`src/rtl/sr_pred_pkg.sv`:
```
package sr_pred_pkg;
    localparam int DEF_CNT_W = 10;

    typedef enum logic {
        REGIME_BELOW = 1'b0,
        REGIME_ABOVE = 1'b1
    } regime_e;
endpackage

```
`src/rtl/sr_enable_hyst.sv`:
```
module sr_enable_hyst (
    input  logic clk,
    input  logic rst_n,
    input  logic above_lo_i,
    input  logic above_hi_i,
    output logic en_now_o
);
    typedef struct packed {
        logic en;
    } hyst_t;

    hyst_t st_q, st_d;

    always_comb begin
        st_d = st_q;
        if (!above_lo_i)
            st_d.en = 1'b0;
        else if (above_hi_i)
            st_d.en = 1'b1;
    end

    always_ff @(posedge clk or negedge rst_n) begin
        if (!rst_n) st_q <= '0;
        else        st_q <= st_d;
    end

    assign en_now_o = st_d.en;


    no_reenable_chk: assert property (@(posedge clk) disable iff (!rst_n)
        (!st_q.en && !above_hi_i) |=> !st_q.en);
endmodule

```
`src/rtl/sr_phase_pred.sv`:
```
module sr_phase_pred
    import sr_pred_pkg::*;
#(
    parameter int CW  = DEF_CNT_W,
    parameter int DLY = 4,
    parameter int SHR = 4
) (
    input  logic clk,
    input  logic rst_n,
    input  logic pri_i,
    input  logic cstart_i,
    input  logic cend_i,
    input  logic enable_i,
    input  logic force_off_i,
    input  logic shrink_i,
    output logic gate_o
);
    localparam logic [CW-1:0] CMAX  = '1;
    localparam logic [CW-1:0] DLY_C = CW'(DLY);
    localparam logic [CW:0]   SHR_X = (CW+1)'(SHR);

    typedef struct packed {
        logic          pri;
        logic [CW-1:0] age;
        logic          active;
        logic          end_seen;
        logic [CW-1:0] lcnt;
        logic          fell;
        logic [CW-1:0] ecnt;
        logic [CW-1:0] ext_raw;
        logic [CW-1:0] len;
        logic [CW-1:0] ext;
        logic          valid;
        logic          gate;
    } ph_t;

    ph_t st_q, st_d;

    function automatic logic [CW-1:0] sat_inc(input logic [CW-1:0] v);
        return (v == CMAX) ? v : v + 1'b1;
    endfunction

    logic    rise, fall, win_len, win_edge;
    logic [CW:0] age_x, len_x;
    regime_e regime;

    always_comb begin
        st_d = st_q;
        rise = pri_i && !st_q.pri;
        fall = !pri_i && st_q.pri;
        st_d.pri = pri_i;

        // commit last half-period and restart the measurement
        if (rise) begin
            st_d.len      = st_q.lcnt;
            st_d.ext      = (st_q.ext_raw > DLY_C) ? st_q.ext_raw - DLY_C : '0;
            st_d.valid    = st_q.end_seen;
            st_d.end_seen = 1'b0;
            st_d.active   = 1'b0;
            st_d.fell     = 1'b0;
            st_d.lcnt     = '0;
            st_d.ext_raw  = '0;
            st_d.age      = '0;
        end else begin
            st_d.age = sat_inc(st_q.age);
        end

        // conduction interval measurement
        if (st_d.active) begin
            st_d.lcnt = sat_inc(st_d.lcnt);
            if (cend_i) begin
                st_d.active   = 1'b0;
                st_d.end_seen = 1'b1;
                st_d.ext_raw  = st_d.fell ? sat_inc(st_d.ecnt) : '0;
            end
        end else if (cstart_i && !st_d.end_seen) begin
            st_d.active = 1'b1;
            st_d.lcnt   = '0;
        end

        // time since primary falling edge
        if (fall) begin
            st_d.fell = 1'b1;
            st_d.ecnt = '0;
        end else if (st_d.fell) begin
            st_d.ecnt = sat_inc(st_d.ecnt);
        end

        // window from conduction length
        age_x = {1'b0, st_d.age};
        len_x = {1'b0, st_d.len};
        if (shrink_i)
            win_len = (age_x >= SHR_X) && ((age_x + SHR_X) < len_x);
        else
            win_len = age_x < len_x;

        // window from primary edge, stretched above resonance
        regime   = (st_d.ext != '0) ? REGIME_ABOVE : REGIME_BELOW;
        win_edge = pri_i ||
                   ((regime == REGIME_ABOVE) && st_d.fell && (st_d.ecnt < st_d.ext));

        st_d.gate = st_d.valid && enable_i && !force_off_i && win_len && win_edge;
    end

    always_ff @(posedge clk or negedge rst_n) begin
        if (!rst_n) st_q <= '0;
        else        st_q <= st_d;
    end

    assign gate_o = st_q.gate;

    // width checker: consecutive high samples within a half-period
    logic [CW-1:0] hi_run_q;
    always_ff @(posedge clk or negedge rst_n) begin
        if (!rst_n)
            hi_run_q <= '0;
        else if (!st_q.gate)
            hi_run_q <= '0;
        else if (st_q.age == '0)
            hi_run_q <= CW'(1);
        else
            hi_run_q <= sat_inc(hi_run_q);
    end


    width_bound_chk: assert property (@(posedge clk) disable iff (!rst_n)
        (st_q.gate && st_q.age != '0) |-> (hi_run_q < st_q.len));


    no_wrap_chk: assert property (@(posedge clk) disable iff (!rst_n)
        (st_q.age == CMAX && !(pri_i && !st_q.pri)) |=> (st_q.age == CMAX));


    invalid_off_chk: assert property (@(posedge clk) disable iff (!rst_n)
        (pri_i && !st_q.pri && !st_q.end_seen) |=> !gate_o);
endmodule

```
`src/rtl/sr_gate_predictor.sv`:
```
module sr_gate_predictor
    import sr_pred_pkg::*;
#(
    parameter int N_PH         = 2,
    parameter int CW           = DEF_CNT_W,
    parameter int DLY_TICKS    = 4,
    parameter int SHRINK_TICKS = 4
) (
    input  logic            clk,
    input  logic            rst_n,
    input  logic [N_PH-1:0] pri_gate,
    input  logic [N_PH-1:0] cond_start,
    input  logic [N_PH-1:0] cond_end,
    input  logic            pwm_mode,
    input  logic            pk_above_lo,
    input  logic            pk_above_hi,
    input  logic            shrink,
    output logic [N_PH-1:0] sr_gate
);
    logic drive_en;

    sr_enable_hyst u_hyst (
        .clk        (clk),
        .rst_n      (rst_n),
        .above_lo_i (pk_above_lo),
        .above_hi_i (pk_above_hi),
        .en_now_o   (drive_en)
    );

    for (genvar p = 0; p < N_PH; p++) begin : g_phase
        sr_phase_pred #(
            .CW  (CW),
            .DLY (DLY_TICKS),
            .SHR (SHRINK_TICKS)
        ) u_phase (
            .clk         (clk),
            .rst_n       (rst_n),
            .pri_i       (pri_gate[p]),
            .cstart_i    (cond_start[p]),
            .cend_i      (cond_end[p]),
            .enable_i    (drive_en),
            .force_off_i (pwm_mode),
            .shrink_i    (shrink),
            .gate_o      (sr_gate[p])
        );
    end


    pwm_off_chk: assert property (@(posedge clk) disable iff (!rst_n)
        pwm_mode |=> (sr_gate == '0));


    light_load_off_chk: assert property (@(posedge clk) disable iff (!rst_n)
        !pk_above_lo |=> (sr_gate == '0));
endmodule

```
`config.mk`:
```
export PLATFORM = sky130hd
export DESIGN_NAME = sr_gate_predictor
export DESIGN_NICKNAME = d
export VERILOG_FILES = /design/src/rtl/sr_pred_pkg.sv /design/src/rtl/sr_enable_hyst.sv /design/src/rtl/sr_phase_pred.sv /design/src/rtl/sr_gate_predictor.sv
export SDC_FILE = /design/constraint.sdc
export NUM_CORES = 1
export LEC_CHECK = 0
export BUFFER_PORTS_ARGS = -buffer_cell sky130_fd_sc_hd__buf_2
export CORE_UTILIZATION = 45
export CTS_CLUSTER_DIAMETER = 200
export DETAILED_ROUTE_END_ITERATION = 8
export GPL_ROUTABILITY_DRIVEN = 0
export PLACE_DENSITY = 0.57
export SLEW_MARGIN = 20
export SYNTH_ARGS = -nofsm -noshare
export SYNTH_HDL_FRONTEND = slang
export SYNTH_HIERARCHICAL = 1
export SYNTH_SLANG_ARGS = --single-unit
export TNS_END_PERCENT = 5
```
`constraint.sdc`:
```
create_clock -name clk -period 4.4 [get_ports clk]
set_input_delay 0.44 -clock clk [delete_from_list [all_inputs] [get_ports clk]]
set_output_delay 0.44 -clock clk [all_outputs]
set_load 0.02 [all_outputs]
```
==> flow_summary.ini, run 1 <==
[synthesis]
synth_cell_types = 76
ys_warn_count = 6
yosysSeqAreaShare_pct = 38.2
synthesis.nets = 1052
synth_cells = 972
netlist.area_leader.share_pct = 38.2
synth_area_um2 = 8710
synthArstFlopShare_pct = 100
synth_edf_count = 0
ys_ff_latch = 133
avgSynthCellArea_um2 = 8.96
synth_top_area_cell = dfrtp_1
synthFlopType = dfrtp_1
synth.area.top_cells = dfrtp_1 38%, ha_1 9.8%, nor2_1 4.1%, a21oi_1 3.7%, nand2_1 3.7%

[global_route]
grt_pass1_vias = 6675
grt_max_degree = 60
grt_overflow = 0
grt_pass1_wl_um = 34300
antenna_found_initial = 0
track_usage_pct = 21.7

[detailed_routing]
drtAntennaViolNets = 0
drtIter0Drc = 549
wl_per_cell_um = 16.5
drcViolationCount = 0
num_vias = 7057
via_per_inst = 5.70
first_pass_iters = 5
routed_wl_um = 20400

[hold_path]
hold_path.class = input port to asynchronous set/reset pin

[power_and_ir_drop]
internal-power_uw = 2670
powerDensity_nw_per_um2 = 406
combPwrFrac_pct = 23.6
swShare_pct = 31.5
total_leakage_power_uw = 0.00465
peakVddDrop_v = 0.000256
seq_power_share_pct = 38.2
switchingPower_uw = 1230
pwr-share-clk_pct = 38.2

[cells_and_area]
nets = 1046
fillCellCount = 1756
diodes = 0
area_growth_pct = 10.3
drive_above_1_share_pct = 8.79

[cts]
clock_sinks = 133
cts-root-buf = clkbuf_16
cts_resized = 0
clk_latency_ps = 420
clkTransAtPathRegs_ps = 60
ctsHtreeMaxLevel = 4
cts_tree = done
cts_buffer_depth = 2
numCtsBuffers = 17
hold_buffers = 0
cts_setup_buffers = 0

[timing]
setup_violations = 0
fmax_mhz = 262
tightest_slew_ps = 755
finalHoldViolations = 5
whs_ps = -7.88
tns_ps = 0
fin_crit_ps = 3820
slew_headroom_pct = 49.6
finClkSkew_ps = 6.98
fin_crit_sh_pct = 86.8
grt_setup_unrepaired = no
slew_violations = 0

[worst_setup_path]
cp_cell_sequence = ha_1 -> nand4_1 -> or3_1 -> and4_1 -> nand3_1 -> a21oi_1 -> a311oi_1 -> ha_1 -> a21oi_1 -> nor2_1 -> a2111oi_0 -> o2111ai_1 -> a21oi_1 -> o41ai_2 -> a211oi_1
critPathKind = flip-flop to flip-flop
rrSetupSlack_ps = 580
crit_slowest_cell = or3_1
worst_setup_path_end_kind = flip-flop
worstPathArrival_ps = 4140
cp.required_ps = 4720
slowest_delay_ps = 610
cp_max_fo = 13
critPathLaunchType = flip-flop
cp_common_cell = a21oi_1

[die]
num_rows = 50
die_width_um = 141
io_pins = 14
start_util_pct = 46.2
die_y_um = 141
core_area_um2 = 18800
dieArea_um2 = 19900

[job]
maxCapViolations = 0

[status]
outcome = finished with violations
violations = negative hold slack

[placement]
io_buffers = 13
dp.final_hpwl_um = 14700
[sequential cells by signal, indices dropped and copies added (netlist names)]
signal,cells
g_phase.u_phase/gate_o,2
u_hyst/st_q,1
g_phase.u_phase/st_q,130
[cell usage after synthesis, types with 12 or more instances]
master / number
and3_1: 22
nand2_1: 85
ha_1: 68
a22oi_1: 18
a31oi_1: 12
nand3_1: 31
nor3_1: 24
xor2_1: 16
a21oi_1: 64
a311oi_1: 12
dfrtp_1: 133
nor2_1: 96
o21ai_0: 37
xnor2_1: 23
a21o_1: 13
mux2i_1: 27
inv_1: 61
nand4_1: 23
clkbuf_1: 32
[critical path: cells and delay by family, from the launching register on]
kind	cells	cell delay, ps
flip-flops	1	460
AO/OA/AOI/OAI	8	1390
AND/OR/NAND/NOR	5	1270
adder cells (fa/ha/maj)	2	620
[final timing paths]
| check | to | depth (start not counted) | start |
|---|---|---|---|
| worst max-delay path | g_phase[1].u_phase/gate_o | 15 | g_phase[1].u_phase/st_q[32] |
| worst min-delay path | g_phase[1].u_phase/st_q[30] | 1 | rst_n |
| worst max register to register | g_phase[1].u_phase/gate_o | 15 | g_phase[1].u_phase/st_q[32] |
| worst min register to register | g_phase[0].u_phase/st_q[1] | 2 | g_phase[0].u_phase/st_q[1] |
| max in group asynchronous | g_phase[1].u_phase/st_q[37] | 2 | rst_n |
| min in group clk | g_phase[0].u_phase/st_q[65] | 1 | pri_gate[0] |
[power groups by stage]
stage               clock network (uW)  logic (uW)  registers, uW
floorplan                            0         721           1440
global placement                     0         920           1510
detailed placement                   0         921           1510
CTS                               1530         929           1490
global route                      1580        1050           1510
finish                            1490         922           1490
[per-stage QoR]
stage / worst slack, ps / power, uW / utilization [%] / instance area (um^2) / cells
2_1_floorplan: 1150 / 2170 / - / 8710 / 972
3_3_place_gp: 680 / 2430 / 47.7 / 8990 / 1207
3_5_place_dp: 596 / 2430 / 47.7 / 8990 / 1207
4_1_cts: 580 / 3940 / 51.0 / 9600 / 1238
5_1_grt: 266 / 4140 / 51.0 / 9600 / 1238
6_report: 582 / 3900 / 51.0 / 9600 / 1238
[routing by layer]
metal	track usage (%)	part of all wire, %
met4	5.55	0.98
met5	0	0
met1	30.7	50
met3	4.08	3.4
met2	33.9	46
[cell families after synthesis]
logic type	after synthesis	synth area share, %
DFF	133	38.2
and+or+nand+nor	367	22.0
muxes	28	3.23
AOI/OAI and AO/OA	229	18.0
adders and majority gates	68	9.77
xor gates and xnor gates	39	3.92
buffers and inverters	108	4.83
[cell type report]
type	instances	area [um^2]	area share (%)
multi-input combinational	731	4970	51.8
sequential	133	3330	34.7
clock buffer	18	429	4.47
tap	260	325	3.39
inverter	62	233	2.42
clock inverter	13	184	1.92
timing repair buffer	21	131	1.37
[cells in the final DEF, fill, tap and decap left out, types with 6 or more instances in the layout]
cell and instances:
nand3_1 31, a22oi_1 18, and4_1 10, nand2b_1 6
o21a_1 9, xnor2_1 23, a21oi_1 64, ha_1 68
dfrtp_1 133, a31oi_1 12, clkbuf_16 17, nor2_1 96
nand4_1 23, nor3b_1 6, a211oi_1 7, nor4_1 9
xor2_1 16, and2_1 10, nand2_1 85, and3_1 22
buf_2 12, inv_1 61, a311oi_1 12, mux2i_1 27
a41oi_1 7, nor3_1 24, a21o_1 13, o21ai_0 37
o31a_1 7, buf_4 8
No activity file was read; power rests on OpenSTA's default activity.
==> run 2: changes to the inputs <==
CELL_PAD_IN_SITES_DETAIL_PLACEMENT = 1   (was default)
CELL_PAD_IN_SITES_GLOBAL_PLACEMENT = 1   (was default)
PLACE_DENSITY = 0.71   (was 0.57)
==> run 2 against run 1 <==
Compared with the run above: fmax shrank 0.17%; worst hold slack gained 240 ps; setup slack lost 6.6 ps; clock-buffer cell count increased by 3; sequential share of layout area down 0.44 points; largest cell class unchanged; total power increased by 4.6%; clock skew up 1.5 ps; the run now ends clean; non-clock buffer count rose by 8; die area unchanged; via count up 3.5%; critical endpoint unchanged; cell area grew 1.3%; first-iteration DRC count fell by 35%.
==> flow_summary.ini, run 2 (synthesis gave the netlist of run 1 again) <==
[placement]
dp.final_hpwl_um = 16800
dpl.cell_count = 1214
io_buffers = 13

[cts]
ctsHtreeMaxLevel = 4
cts-root-buf = clkbuf_16
cts_tree = done
clkTransAtPathRegs_ps = 60
cts_buffer_depth = 2
numCtsBuffers = 17
clk_latency_ps = 430
clock_sinks = 133

[timing]
finClkSkew_ps = 8.48
finalHoldViolations = 0
tightest_slew_ps = 794
grt_setup_unrepaired = no
tns_ps = 0
slew_headroom_pct = 47.0
whs_ps = 235
fin_crit_ps = 3820
setup_violations = 0
fmax_mhz = 261
fin_crit_sh_pct = 86.9
slew_violations = 0

[detailed_routing]
drcViolationCount = 0
first_pass_iters = 4
routed_wl_um = 23700
drtIter0Drc = 357
num_vias = 7301
wl_per_cell_um = 19.0
drtAntennaViolNets = 0
via_per_inst = 5.85

[die]
start_util_pct = 46.2
die_y_um = 141
dieArea_um2 = 19900
die_width_um = 141
io_pins = 14
core_area_um2 = 18800
num_rows = 50

[global_route]
antenna_found_initial = 1
track_usage_pct = 25.5
grt_pass1_vias = 7451
grt_max_degree = 58
grt_pass1_wl_um = 39900
grt_overflow = 0

[power_and_ir_drop]
total_leakage_power_uw = 0.00472
peakVddDrop_v = 0.000299
powerDensity_nw_per_um2 = 420

[hold_path]
hp-start = cond_start[0]
hold_path.class = input port to flip-flop

[cells_and_area]
area_growth_pct = 11.7
final_common_cell = dfrtp_1
multi_input_area_um2 = 4980
fillCellCount = 2177
layout.cells.non_filler = 1247
diodes = 0
drive_above_1_share_pct = 9.63
largest_reg_flops = 130
largest_register = g_phase.u_phase/st_q
seqCellArea_um2 = 3330
finalCoreUtilization_pct = 51.7
final_cell_mix = 133 x dfrtp_1, 96 x nor2_1, 85 x nand2_1
nets = 1054

[worst_setup_path]
cp_cell_sequence = ha_1 -> nand4_1 -> or3_4 -> and4_1 -> nand3_1 -> a21oi_1 -> a311oi_1 -> ha_1 -> a21oi_1 -> nor2_1 -> a2111oi_0 -> o2111ai_1 -> a21oi_1 -> o41ai_2 -> a211oi_1
cp_common_cell = a21oi_1
crit_start = g_phase[1].u_phase/st_q[32]
worst_setup_path_end_kind = flip-flop
crit_slowest_cell = or3_4
slowest_delay_ps = 520
critPathLaunchType = flip-flop
critPathKind = flip-flop to flip-flop
timing.rr.start = g_phase[1].u_phase/st_q[32]
cp.required_ps = 4730
worstPathArrival_ps = 4160
cp_max_fo = 13

[job]
maxCapViolations = 0

[status]
outcome = completed
## run 2: worst paths after layout
kind | end | slack, ps | cells after the start
max | g_phase[1].u_phase/gate_o | 580 | 15
min | g_phase[0].u_phase/st_q[51] | 240 | 2
max reg2reg | g_phase[1].u_phase/gate_o | 580 | 15
min reg2reg | g_phase[0].u_phase/st_q[1] | 470 | 2
max in group asynchronous | g_phase[0].u_phase/st_q[15] | 2890 | 3
min in group asynchronous | g_phase[1].u_phase/st_q[28] | 550 | 2
## run 2: worst max-delay path: cells and delay by family (launching register included)
family	cells	cell delay (ps)
fa+ha+maj	2	630
flops	1	470
simple gates	5	1130
compound gates	8	1490
## run 2: report_power, final
part,switching [uW],internal (uW)
clock network,574,1050
registers,158,1340
logic,562,395
total,1290,2790
## run 2: cell type report
type / count / area share (%)
clock buffers: 21 / 4.84
repair buffers: 29 / 1.99
multi-input cells: 731 / 51.2
well taps: 260 / 3.34
flip-flops and latches: 133 / 34.2
clock inverters: 11 / 2.03
inverters: 62 / 2.39
## run 2: through the flow
stage               total power [uW]  instance area (um^2)  worst slack [ps]
detailed placement              2460                  9040               537
global route                    4300                  9730               137
finish                          4080                  9730               576
global placement                2430                  9040               653
floorplan                       2170                  8710              1150
CTS                             4130                  9720               453
## run 2: what timing repair did
item                       in CTS  in global routing
hold buffers                    1                  0
resized for setup               0                  1
setup endpoints to repair       0                  1
hold endpoints to repair       26                  0
setup buffers                   0                  0
## run 2: per-layer routing
layer / wire length [um] / share of wire (%) / track usage [%] / up-vias
met5: 13 / 0.055 / 0 / -
met4: 410 / 1.7 / 7.95 / 2
met3: 529 / 2.2 / 3.77 / 30
met2: 11200 / 47 / 42.2 / 66
met1: 11600 / 49 / 34.3 / 3657
li1: - / - / - / 3546
==> run 3: changes to the inputs <==
PLACE_DENSITY = default   (was 0.71)
PLACE_DENSITY_LB_ADDON = 0.08   (was default)
==> run 3 against run 2 <==
Compared with the run above: first-iteration DRC count up 5.9%; sequential power is essentially flat; cell area decreased by 0.45%; via count up 1.4%; die area unchanged; worst hold slack got worse by 130 ps; critical path depth unchanged; clock skew about the same; combinational power increased by 1%; clock power about the same; global-route usage up 0.55 points; sequential share of layout area grew 0.15 points; critical path type unchanged.
==> flow_summary.ini, run 3 (synthesis gave the netlist of run 1 again) <==
[status]
outcome = completed

[placement]
io_buffers = 13
dp.final_hpwl_um = 17200
place_area_um2 = 9010

[hold_path]
hold_path.class = input port to asynchronous set/reset pin

[worst_setup_path]
cp_common_cell = a21oi_1
rrSetupSlack_ps = 580
critPathLaunchType = flip-flop
slowest_delay_ps = 510
critical_path_buf_inv_count = 0
cp_num_cells = 15
worst_setup_path_end_kind = flip-flop
ff2ff_path_depth = 15
worstPathArrival_ps = 4150
crit_slowest_cell = or3_4
timing.rr.start = g_phase[1].u_phase/st_q[32]
rr_endpoint = g_phase[1].u_phase/gate_o
cp.required_ps = 4730
critPathKind = flip-flop to flip-flop
cp_max_fo = 13
cp_cell_sequence = ha_1 -> nand4_1 -> or3_4 -> and4_1 -> nand3_1 -> a21oi_1 -> a311oi_1 -> ha_1 -> a21oi_1 -> nor2_1 -> a2111oi_0 -> o2111ai_1 -> a21oi_1 -> o41ai_2 -> a211oi_1
critPathTopFamily = compound AO/OA/AOI/OAI gates

[timing]
slew_violations = 0
tightest_slew_ps = 895
whs_ps = 107
fin_crit_sh_pct = 86.7
tns_ps = 0
finalHoldViolations = 0
fmax_mhz = 262
setup_violations = 0
slew_headroom_pct = 40.3
finClkSkew_ps = 8.83
grt_setup_unrepaired = no
fin_crit_ps = 3820

[cells_and_area]
final_cell_mix = 133 x dfrtp_1, 96 x nor2_1, 85 x nand2_1
fillCellCount = 2168
seqCellArea_um2 = 3330
multi_input_area_um2 = 4980
nets = 1048
final_common_cell = dfrtp_1
drive_above_1_share_pct = 9.18
design_area_um2 = 9680
largest_reg_flops = 130
diodes = 0
finalCoreUtilization_pct = 51.4
area_growth_pct = 11.2
largest_register = g_phase.u_phase/st_q

[power_and_ir_drop]
peakVddDrop_v = 0.000231
total_leakage_power_uw = 0.00468
total_power_uw = 4100
powerDensity_nw_per_um2 = 424

[cts]
clk_latency_ps = 430
cts_tree = done
cts_setup_buffers = 0
clock_sinks = 133
clkTransAtPathRegs_ps = 60
cts_buffer_depth = 2
ctsHtreeMaxLevel = 4
numCtsBuffers = 17
cts-root-buf = clkbuf_16

[global_route]
grt_max_degree = 107
grt_overflow = 0
grt_pass1_wl_um = 40600
grt_pass1_vias = 7814
antenna_found_initial = 0
track_usage_pct = 26.0

[detailed_routing]
first_pass_iters = 4
drtIter0Drc = 378
num_vias = 7406
drcViolationCount = 0
drtAntennaViolNets = 0
routed_wl_um = 24100
wl_per_cell_um = 19.4
via_per_inst = 5.97

[die]
core_area_um2 = 18800
dieArea_um2 = 19900
die_width_um = 141
num_rows = 50
die_y_um = 141
start_util_pct = 46.2
io_pins = 14

[job]
maxCapViolations = 0
[run 3: how the worst max path moves through the flow]
stage                                           start                        end  slack (ps)
after global placement    g_phase[1].u_phase/st_q[32]  g_phase[1].u_phase/gate_o         640
after floorplan           g_phase[1].u_phase/st_q[32]  g_phase[1].u_phase/gate_o        1150
final                     g_phase[1].u_phase/st_q[32]  g_phase[1].u_phase/gate_o         580
after detailed placement  g_phase[1].u_phase/st_q[32]  g_phase[1].u_phase/gate_o         480
after global routing      g_phase[1].u_phase/st_q[32]  g_phase[1].u_phase/gate_o         140
after CTS                 g_phase[1].u_phase/st_q[32]  g_phase[1].u_phase/gate_o         430
[run 3: repair_timing]
item                                    CTS  global route
endpoints found under the setup margin    0             1
resized for setup                         0             1
hold buffers                              0             0
[run 3: area by class of cell]
type                            count  share of cell area [%]
Clock buffer                       18                    4.54
Tap cell                          260                    3.36
Multi-Input combinational cell    731                    51.4
Sequential cell                   133                    34.4
Timing Repair Buffer               23                    1.54
Clock inverter                     13                    2.38
Inverter                           62                    2.40
[run 3: power by group]
group	internal [uW]	leakage, uW	switching [uW]
clock network	1070	0.000318	562
logic	396	0.00257	573
registers	1340	0.00180	161
[run 3: stage by stage]
step           instances  setup WS [ps]
2_1_floorplan        972           1150
3_3_place_gp        1209            638
3_5_place_dp        1209            476
4_1_cts             1240            432
5_1_grt             1240            137
6_report            1240            583
[run 3: layer usage]
| layer | wire length, um | track usage [%] |
|---|---|---|
| met1 | 10900 | 32.7 |
| met2 | 12100 | 44.6 |
| met3 | 530 | 4.28 |
| met4 | 575 | 10.2 |
| met5 | 0 | 0 |
